### config.mk
export PLATFORM = sky130hd
export DESIGN_NAME = smt_rename
export DESIGN_NICKNAME = d
export VERILOG_FILES = /design/src/rtl/smt_rename.sv
export SDC_FILE = /design/constraint.sdc
export NUM_CORES = 1
export LEC_CHECK = 0
export BUFFER_PORTS_ARGS = -buffer_cell sky130_fd_sc_hd__buf_4
export CAP_MARGIN = 15
export CORE_UTILIZATION = 45
export DETAILED_ROUTE_END_ITERATION = 6
export GPL_ROUTABILITY_DRIVEN = 0
export SETUP_SLACK_MARGIN = 0.5
export SYNTH_ARGS = -nofsm -noshare
export SYNTH_HDL_FRONTEND = slang
export SYNTH_SLANG_ARGS = --single-unit
### constraint.sdc
create_clock -name clk -period 8.3 [get_ports clk]
set_input_delay 0.415 -clock clk [delete_from_list [all_inputs] [get_ports clk]]
set_output_delay 0.415 -clock clk [all_outputs]
set_load 0.01 [all_outputs]
### src/rtl/smt_rename.sv
module smt_rename #(
  parameter int NT = 4,
  parameter int NL = 16,
  parameter int NP = 128,
  localparam int TW = $clog2(NT),
  localparam int LW = $clog2(NL),
  localparam int PW = $clog2(NP)
) (
  input  logic          clk,
  input  logic          rst_n,
  input  logic          ren_valid,
  input  logic [TW-1:0] ren_tid,
  input  logic [LW-1:0] ren_src1,
  input  logic [LW-1:0] ren_src2,
  input  logic [LW-1:0] ren_dst,
  output logic          ren_stall,
  output logic          ren_ok,
  output logic [PW-1:0] ren_psrc1,
  output logic [PW-1:0] ren_psrc2,
  output logic [PW-1:0] ren_pdst,
  output logic [PW-1:0] ren_pold,
  input  logic          free_valid,
  input  logic [PW-1:0] free_preg
);
  localparam int NPRE = NT * NL;

  logic [PW-1:0] map_q [NT][NL];
  logic [NP-1:0] free_q, free_nxt;
  logic [PW-1:0] alloc;
  logic          has_free;

  always_comb begin
    has_free = 1'b0;
    alloc = '0;
    for (int i = NP - 1; i >= 0; i--)
      if (free_q[i]) begin
        has_free = 1'b1;
        alloc = PW'(i);
      end
  end

  assign ren_stall = ren_valid & ~has_free;
  assign ren_ok    = ren_valid & has_free;
  assign ren_psrc1 = map_q[ren_tid][ren_src1];
  assign ren_psrc2 = map_q[ren_tid][ren_src2];
  assign ren_pold  = map_q[ren_tid][ren_dst];
  assign ren_pdst  = alloc;

  always_comb begin
    free_nxt = free_q;
    if (ren_ok) free_nxt[alloc] = 1'b0;
    if (free_valid) free_nxt[free_preg] = 1'b1;
  end

  always_ff @(posedge clk) begin
    if (!rst_n) begin
      for (int t = 0; t < NT; t++)
        for (int i = 0; i < NL; i++)
          map_q[t][i] <= PW'(t * NL + i);
      for (int p = 0; p < NP; p++)
        free_q[p] <= (p >= NPRE);
    end else begin
      if (ren_ok) map_q[ren_tid][ren_dst] <= alloc;
      free_q <= free_nxt;
    end
  end
endmodule


==> results of run 1 <==
==> cells in the final DEF (no fill, tap or decap), types with 9 or more instances in the layout <==
| master | count |
|---|---|
| clkbuf_2 | 10 |
| a31oi_1 | 57 |
| o21ai_1 | 10 |
| a21o_1 | 10 |
| a22oi_1 | 10 |
| mux2i_1 | 15 |
| buf_2 | 11 |
| nor3_1 | 97 |
| a211oi_1 | 10 |
| nand2b_1 | 18 |
| clkinv_2 | 11 |
| clkbuf_16 | 60 |
| inv_1 | 64 |
| clkbuf_1 | 9 |
| nand3_1 | 37 |
| edfxtp_1 | 448 |
| a21oi_1 | 72 |
| and3_1 | 9 |
| nand4_1 | 16 |
| dfxtp_1 | 128 |
| mux2_2 | 9 |
| mux4_2 | 192 |
| nor2_1 | 383 |
| nand2_1 | 380 |
| nor2b_1 | 18 |
| o21ai_0 | 195 |
| buf_4 | 96 |
| o221a_2 | 10 |
| o211ai_1 | 20 |
| clkinv_1 | 16 |
| nor4_1 | 47 |
| or4_1 | 15 |
==> cells in the mapped netlist (7+ instances only) <==
master | count | share of area [%]
edfxtp_1 | 448 | 46
nor2_1 | 385 | 5.0
nand2_1 | 383 | 5.0
o21ai_0 | 195 | 3.4
mux4_2 | 192 | 15
clkbuf_1 | 140 | 1.8
dfxtp_1 | 128 | 8.8
nor3_1 | 100 | 1.7
a21oi_1 | 72 | 1.2
inv_1 | 64 | 0.83
a31oi_1 | 57 | 1.2
nor4_1 | 47 | 1.0
nand3_1 | 37 | 0.64
buf_1 | 34 | 0.44
o211ai_1 | 20 | 0.52
nand2b_1 | 18 | 0.39
nor2b_1 | 18 | 0.39
nand4_1 | 16 | 0.34
mux2i_1 | 15 | 0.52
or4_1 | 15 | 0.39
a211oi_1 | 10 | 0.26
a21o_1 | 10 | 0.26
a22oi_1 | 10 | 0.26
o21ai_1 | 10 | 0.17
o221a_2 | 10 | 0.39
and3_1 | 9 | 0.19
mux2_2 | 9 | 0.35
or3_1 | 9 | 0.19
a211o_1 | 8 | 0.24
buf_2 | 8 | 0.14
o31ai_1 | 8 | 0.21
a2111oi_0 | 7 | 0.21
o2111ai_1 | 7 | 0.21
==> area by class of cell <==
type | count | area, µm²
Fill cell | 5540 | 31300
Sequential cell | 576 | 16000
Multi-Input combinational cell | 1744 | 12100
Clock buffer | 72 | 1580
Tap cell | 846 | 1060
Timing Repair Buffer | 119 | 860
Clock inverter | 37 | 292
Inverter | 66 | 248
==> registers in the layout (all words and copies together), names as in the netlist <==
| signal | count |
|---|---|
| free_q | 128 |
| map_q | 448 |
==> cell families (layout without fill, tap and decap cells) <==
group	count (synthesis)	after routing	share of synthesized area (%)
AOI/OAI and AO/OA	471	471	9.95
DFF	576	576	55.2
and+or+nand+nor	1057	1057	15.9
muxes	216	216	15.8
buffers and inverters	248	294	3.24
==> layer usage <==
| layer | global-route usage [%] | wire, µm | vias up |
|---|---|---|---|
| li1 | - | - | 9677 |
| met1 | 40.2 | 36500 | 11300 |
| met2 | 45.2 | 44200 | 1495 |
| met3 | 5.35 | 11100 | 256 |
| met4 | 12.1 | 4010 | 2 |
| met5 | 0 | 13 | - |
==> power groups by stage <==
stage                     Clock [mW]  Combinational (mW)  Sequential [mW]
after floorplan                    0               0.461             3.22
after global placement             0               0.758             3.23
after detailed placement           0               0.768             3.23
after CTS                       2.64               0.770             3.17
after global routing            2.75               0.821             3.17
final                           2.62               0.793             3.17
==> metrics by stage <==
step	power, mW	util [%]	area, µm²
floorplan	3.68	-	29000
global placement	3.99	47.5	30100
detailed placement	4.00	47.6	30200
CTS	6.58	50.5	32100
global route	6.74	50.7	32200
finish	6.58	50.7	32200
==> worst max path at each step <==
stage                     startpoint                         end  slack (ns)
3_3_place_gp   free_q[67]$_SDFF_PN1_  map_q[0][82]$_SDFFCE_PN0P_        3.72
2_1_floorplan             ren_tid[0]                ren_psrc1[3]        4.85
3_5_place_dp   free_q[67]$_SDFF_PN1_  map_q[0][21]$_SDFFCE_PN0P_        3.76
6_report       free_q[67]$_SDFF_PN1_   map_q[0][2]$_SDFFCE_PN1P_        3.60
4_1_cts        free_q[67]$_SDFF_PN1_  map_q[2][73]$_SDFFCE_PN0P_        3.68
5_1_grt        free_q[67]$_SDFF_PN1_   map_q[0][2]$_SDFFCE_PN1P_        3.34
==> results.tsv, run 1 <==
stage	metric	value	unit
run_status	outcome	finished, final reports clean	
clock_tree	cts.path.max_buffers	3	
worst_setup_path	r2r-start	free_q[67]$_SDFF_PN1_	
timing	finalSetupViolCount	0	
worst_setup_path	max_stage_delay	0.90	ns
yosys	synth_area	29000	µm²
power_and_ir_drop	p_seq_share	48.1	%
clock_tree	h-tree-depth	2	
floorplanning	initial_core_util	45.8	%
run	max_cap_violations	0	
min_path	holdPathEnd	free_q[6]$_SDFF_PN0_	
cells_and_area	syn2layout_area_growth	10.8	%
place	hpwl	63200	µm
yosys	yosys_warnings	0	
worst_setup_path	start_kind	flop	
power_and_ir_drop	p_leak	10.1	nW
timing	relSlewSlack	19.8	%
global_route	grt_pass1_vias	21800	
cells_and_area	num_antenna_cells	0	
clock_tree	post_cts_resized	0	
timing	fin_ws	3.60	ns
place	placed_cells	3329	
clock_tree	clk_latency	0.65	ns
min_path	hp-start	ren_valid	
cells_and_area	fin_cells	3460	
cells_and_area	layout-drive-gt1-share	16.8	%
timing	rsz0062_at_grt	false	
clock_tree	clkSlewWorstSetupHoldPaths	0.06	ns
timing	hold_viol_final	0	
power_and_ir_drop	powerDensity	205	nW/µm²
yosys	postSynthAreaPerCell	11.3	µm²
power_and_ir_drop	clock_power_share	39.8	%
yosys	synth-edff-count	448	
place	place_ws	3.76	ns
timing	fmax	213	MHz
timing	finalCriticalPeriod	4.70	ns
yosys	synth-seq-cells	576	
yosys	ys_types	66	
route	finalWirelength	95900	µm
floorplanning	rows	92	
worst_setup_path	reg2reg_to	map_q[0][2]$_SDFFCE_PN1P_	
floorplanning	core_area	63400	µm²
power_and_ir_drop	p_int	4.85	mW
worst_setup_path	r2r_cells	8	
worst_setup_path	regToRegSetupSlack	3.60	ns
place	port_buffers	54	
cells_and_area	fin_nets	2592	
route	drt-initial-drc-count	3125	
yosys	synth_cells	2568	
floorplanning	dieArea	65600	µm²
power_and_ir_drop	p_sw	1.73	mW
yosys	synth_ff_type	edfxtp_1	
power_and_ir_drop	power_switching_share	26.2	%
route	viasPerCell	6.56	
timing	setup_tns	0	ns
worst_setup_path	end_kind	flop	
clock_tree	cts_hold_buf	0	
clock_tree	cts_sinks	576	
power_and_ir_drop	combPwrFrac	12.0	%
route	avgRoutedWirePerCell	27.7	µm
yosys	synthArstFlopShare	0	%
global_route	antenna_found_initial	3	
floorplanning	die_h	256	µm
worst_setup_path	cp_max_fo	39	
worst_setup_path	path_depth	8	
worst_setup_path	arrival	4.88	ns
worst_setup_path	critPathKind	flop to flop	
clock_tree	cts_buffers	60	
global_route	grt_max_degree	78	
clock_tree	cts_tree	done	
timing	finalClockSkew	0.0352	ns
global_route	grt_pass1_wl	143000	µm
timing	period_share	56.6	%
worst_setup_path	crit_family	simple AND/OR/NAND/NOR gates	
power_and_ir_drop	ir_drop	0.000152	V
route	vias	22700	
worst_setup_path	cpMaxStageDelayCell	nor4bb_1	
yosys	synth_nets	2593	
global_route	grt_use_total	29.1	%
timing	slew_violations	0	
clock_tree	post_cts_buffers	0	
floorplanning	fp.dieW	256	µm
route	first_pass_iters	6	
timing	tightest_slew	1.19	ns
worst_setup_path	critPathBufInv	1	
min_path	min_delay_path_depth	2	
route	route.detailed.drc	0	
floorplanning	ioPinCount	55	
worst_setup_path	crit_chain	nor4_1 -> nand4_1 -> nor4bb_1 -> a31oi_1 -> nand2_1 -> or3_2 -> buf_4 -> o21ai_0	
clock_tree	clock_tree.root_cell	clkbuf_16	
route	antenna_left	0	
yosys	synth_seq_area_share	55.2	%
global_route	overflow	0	
min_path	hp-class	input pin to flop	
worst_setup_path	required	8.48	ns
timing	hold_ws	0.157	ns
Note: power is estimated with default switching activity, not from simulation.
==> run 2, diff against run 1 <==
- clock period: 8.3 -> 4.5 ns (I/O delays scaled with it)
==> results.tsv, run 2 (synthesized netlist as in run 1, its figures left out) <==
stage	metric	value	unit	change
place	hpwl	63700	µm	+0.72%
clock_tree	cts_tree	done		
clock_tree	clk_latency	0.66	ns	about the same
worst_setup_path	cp_max_fo	12		-69%
floorplanning	initial_core_util	45.8	%	unchanged
timing	setup_tns	0	ns	unchanged
floorplanning	core_area	63400	µm²	unchanged
power_and_ir_drop	p_leak	10.3	nW	+2.4%
clock_tree	post_cts_buffers	0		unchanged
floorplanning	ioPinCount	55		unchanged
global_route	grt_use_total	29.0	%	-0.12 points
worst_setup_path	crit_family	simple AND/OR/NAND/NOR gates		
timing	fin_ws	0.646	ns	-2.96 ns
floorplanning	die_h	256	µm	unchanged
timing	finalClockSkew	0.0436	ns	+0.00835 ns
worst_setup_path	start_kind	flop		
clock_tree	clock_tree.root_cell	clkbuf_16		
route	route.detailed.drc	0		unchanged
clock_tree	clkSlewWorstSetupHoldPaths	0.06	ns	about the same
timing	period_share	85.6	%	
min_path	hp-class	input pin to flop		
floorplanning	rows	92		unchanged
cells_and_area	fin_nets	2619		+1.0%
worst_setup_path	critPathBufInv	3		+2
worst_setup_path	crit_chain	or4_1 -> or2_2 -> a221oi_1 -> a211oi_1 -> buf_4 -> or2_4 -> inv_2 -> buf_4		
floorplanning	fp.dieW	256	µm	unchanged
cells_and_area	reg_top3	map_q: 448 flops, free_q: 128 flops		
worst_setup_path	cpMaxStageDelayCell	or4_1		
power_and_ir_drop	powerDensity	384	nW/µm²	+88%
clock_tree	cts.path.max_buffers	3		unchanged
timing	slew_violations	0		unchanged
worst_setup_path	cp_common_cell	buf_4		
run	max_cap_violations	0		unchanged
cells_and_area	final_common_cell	edfxtp_1		
global_route	grt_max_degree	193		+150%
route	antenna_left	0		unchanged
clock_tree	cts_buffers	61		+1.7%
global_route	grt_pass1_wl	143000	µm	about the same
timing	rsz0062_at_grt	false		
route	avgRoutedWirePerCell	27.5	µm	-0.66%
cells_and_area	syn2layout_area_growth	12.5	%	
timing	hold_viol_final	0		unchanged
global_route	antenna_found_initial	3		unchanged
worst_setup_path	critPathKind	flop to output port		
worst_setup_path	max_stage_delay	0.63	ns	-0.27 ns
clock_tree	cts_sinks	576		unchanged
worst_setup_path	required	4.28	ns	-4.20 ns
route	finalWirelength	96200	µm	+0.28%
route	first_pass_iters	6		unchanged
place	port_buffers	54		unchanged
cells_and_area	layout-drive-gt1-share	17.9	%	+1.1 points
floorplanning	dieArea	65600	µm²	unchanged
timing	finalSetupViolCount	0		unchanged
run_status	outcome	finished, final reports clean		
clock_tree	h-tree-depth	2		unchanged
place	place_ws	0.532	ns	-3.23 ns
global_route	grt_pass1_vias	21700		-0.46%
timing	finalCriticalPeriod	3.85	ns	
timing	fmax	259	MHz	
worst_setup_path	arrival	3.63	ns	-1.25 ns
cells_and_area	num_antenna_cells	0		unchanged
worst_setup_path	end_kind	output port		
route	viasPerCell	6.50		-0.83%
timing	tightest_slew	1.18	ns	-0.00737 ns
worst_setup_path	regToRegSetupSlack	0.65	ns	-2.96 ns
cells_and_area	largest_reg_flops	448		unchanged
cells_and_area	largest-register	map_q		
global_route	overflow	0		unchanged
route	vias	22700		+0.11%
power_and_ir_drop	ir_drop	0.000303	V	+99%
timing	relSlewSlack	20.3	%	+0.50 points
route	drt-initial-drc-count	3199		+2.4%
cells_and_area	mostFrequentLayoutCells	edfxtp_1 (448), nor2_1 (383), nand2_1 (380)		
==> run 2: cell count changes in the layout (fill, tap and decap cells not counted), moves of 4 or more <==
cell | previous run | this run
buf_12 | 1 | 7
buf_4 | 96 | 118
clkbuf_4 | 0 | 6
buf_2 | 11 | 6
clkbuf_2 | 10 | 6
bufinv_16 | 4 | 8
==> run 2: final cells by class <==
type                    count  area [µm²]
inverters                  66         251
clock buffers              74        1590
clock inverters            42         452
flip-flops and latches    576       16000
repair buffers            145        1150
multi-input cells        1744       12200
well taps                 846        1060
fillers                  5477       30800
==> run 2: worst paths after layout <==
check / end / depth (start not counted) / start
min: free_q[23]$_SDFF_PN0_ / 5 / free_preg[0]
min reg2reg: free_q[117]$_SDFF_PN1_ / 2 / free_q[117]$_SDFF_PN1_
max reg2reg: map_q[0][71]$_SDFFCE_PN0P_ / 7 / free_q[7]$_SDFF_PN0_
max: ren_pdst[3] / 8 / free_q[52]$_SDFF_PN0_
==> run 2: worst min-delay path, cell delays in order <==
cell	delay (ns)
buf_4	0.14
nand2_1	0.07
nor2_1	0.09
nand2_1	0.07
a31oi_1	0.07
==> run 2: layer usage <==
layer  share of wire, %  track usage, %  vias to the layer above
li1                   -               -                     9754
met5              0.025               0                        -
met3                 12            5.74                      201
met1                 40            41.4                    11300
met4                3.1            9.28                        4
met2                 46            44.5                     1470
==> run 2: timing repair <==
| action | 4_1_cts | 5_1_grt |
|---|---|---|
| gates resized for setup | 4 | 7 |
| pin swaps | 0 | 0 |
| hold buffers | 1 | 0 |
| gates cloned | 0 | 0 |
| setup endpoints to repair | 7 | 124 |
| endpoints found under the hold margin | 7 | 0 |
==> run 2: report_power, final <==
| group | internal (mW) | switching (mW) | leakage, nW |
|---|---|---|---|
| Clock | 2.98 | 2.22 | 0.995 |
| Sequential | 5.81 | 0.0362 | 5.00 |
| Combinational | 0.470 | 1.03 | 4.33 |
| Total | 9.26 | 3.28 | 10.3 |
==> run 2: per-stage QoR <==
step | total power, mW | hold slack (ns) | cells | utilization [%] | instance area [µm²]
3_3_place_gp | 7.39 | 0.485 | 3357 | 48.0 | 30500
5_1_grt | 12.8 | 0.102 | 3493 | 51.5 | 32700
4_1_cts | 12.5 | 0.0184 | 3475 | 51.3 | 32500
3_5_place_dp | 7.41 | 0.492 | 3358 | 48.0 | 30500
6_report | 12.5 | 0.0557 | 3493 | 51.5 | 32700
2_1_floorplan | 6.79 | 0.460 | 2568 | - | 29000
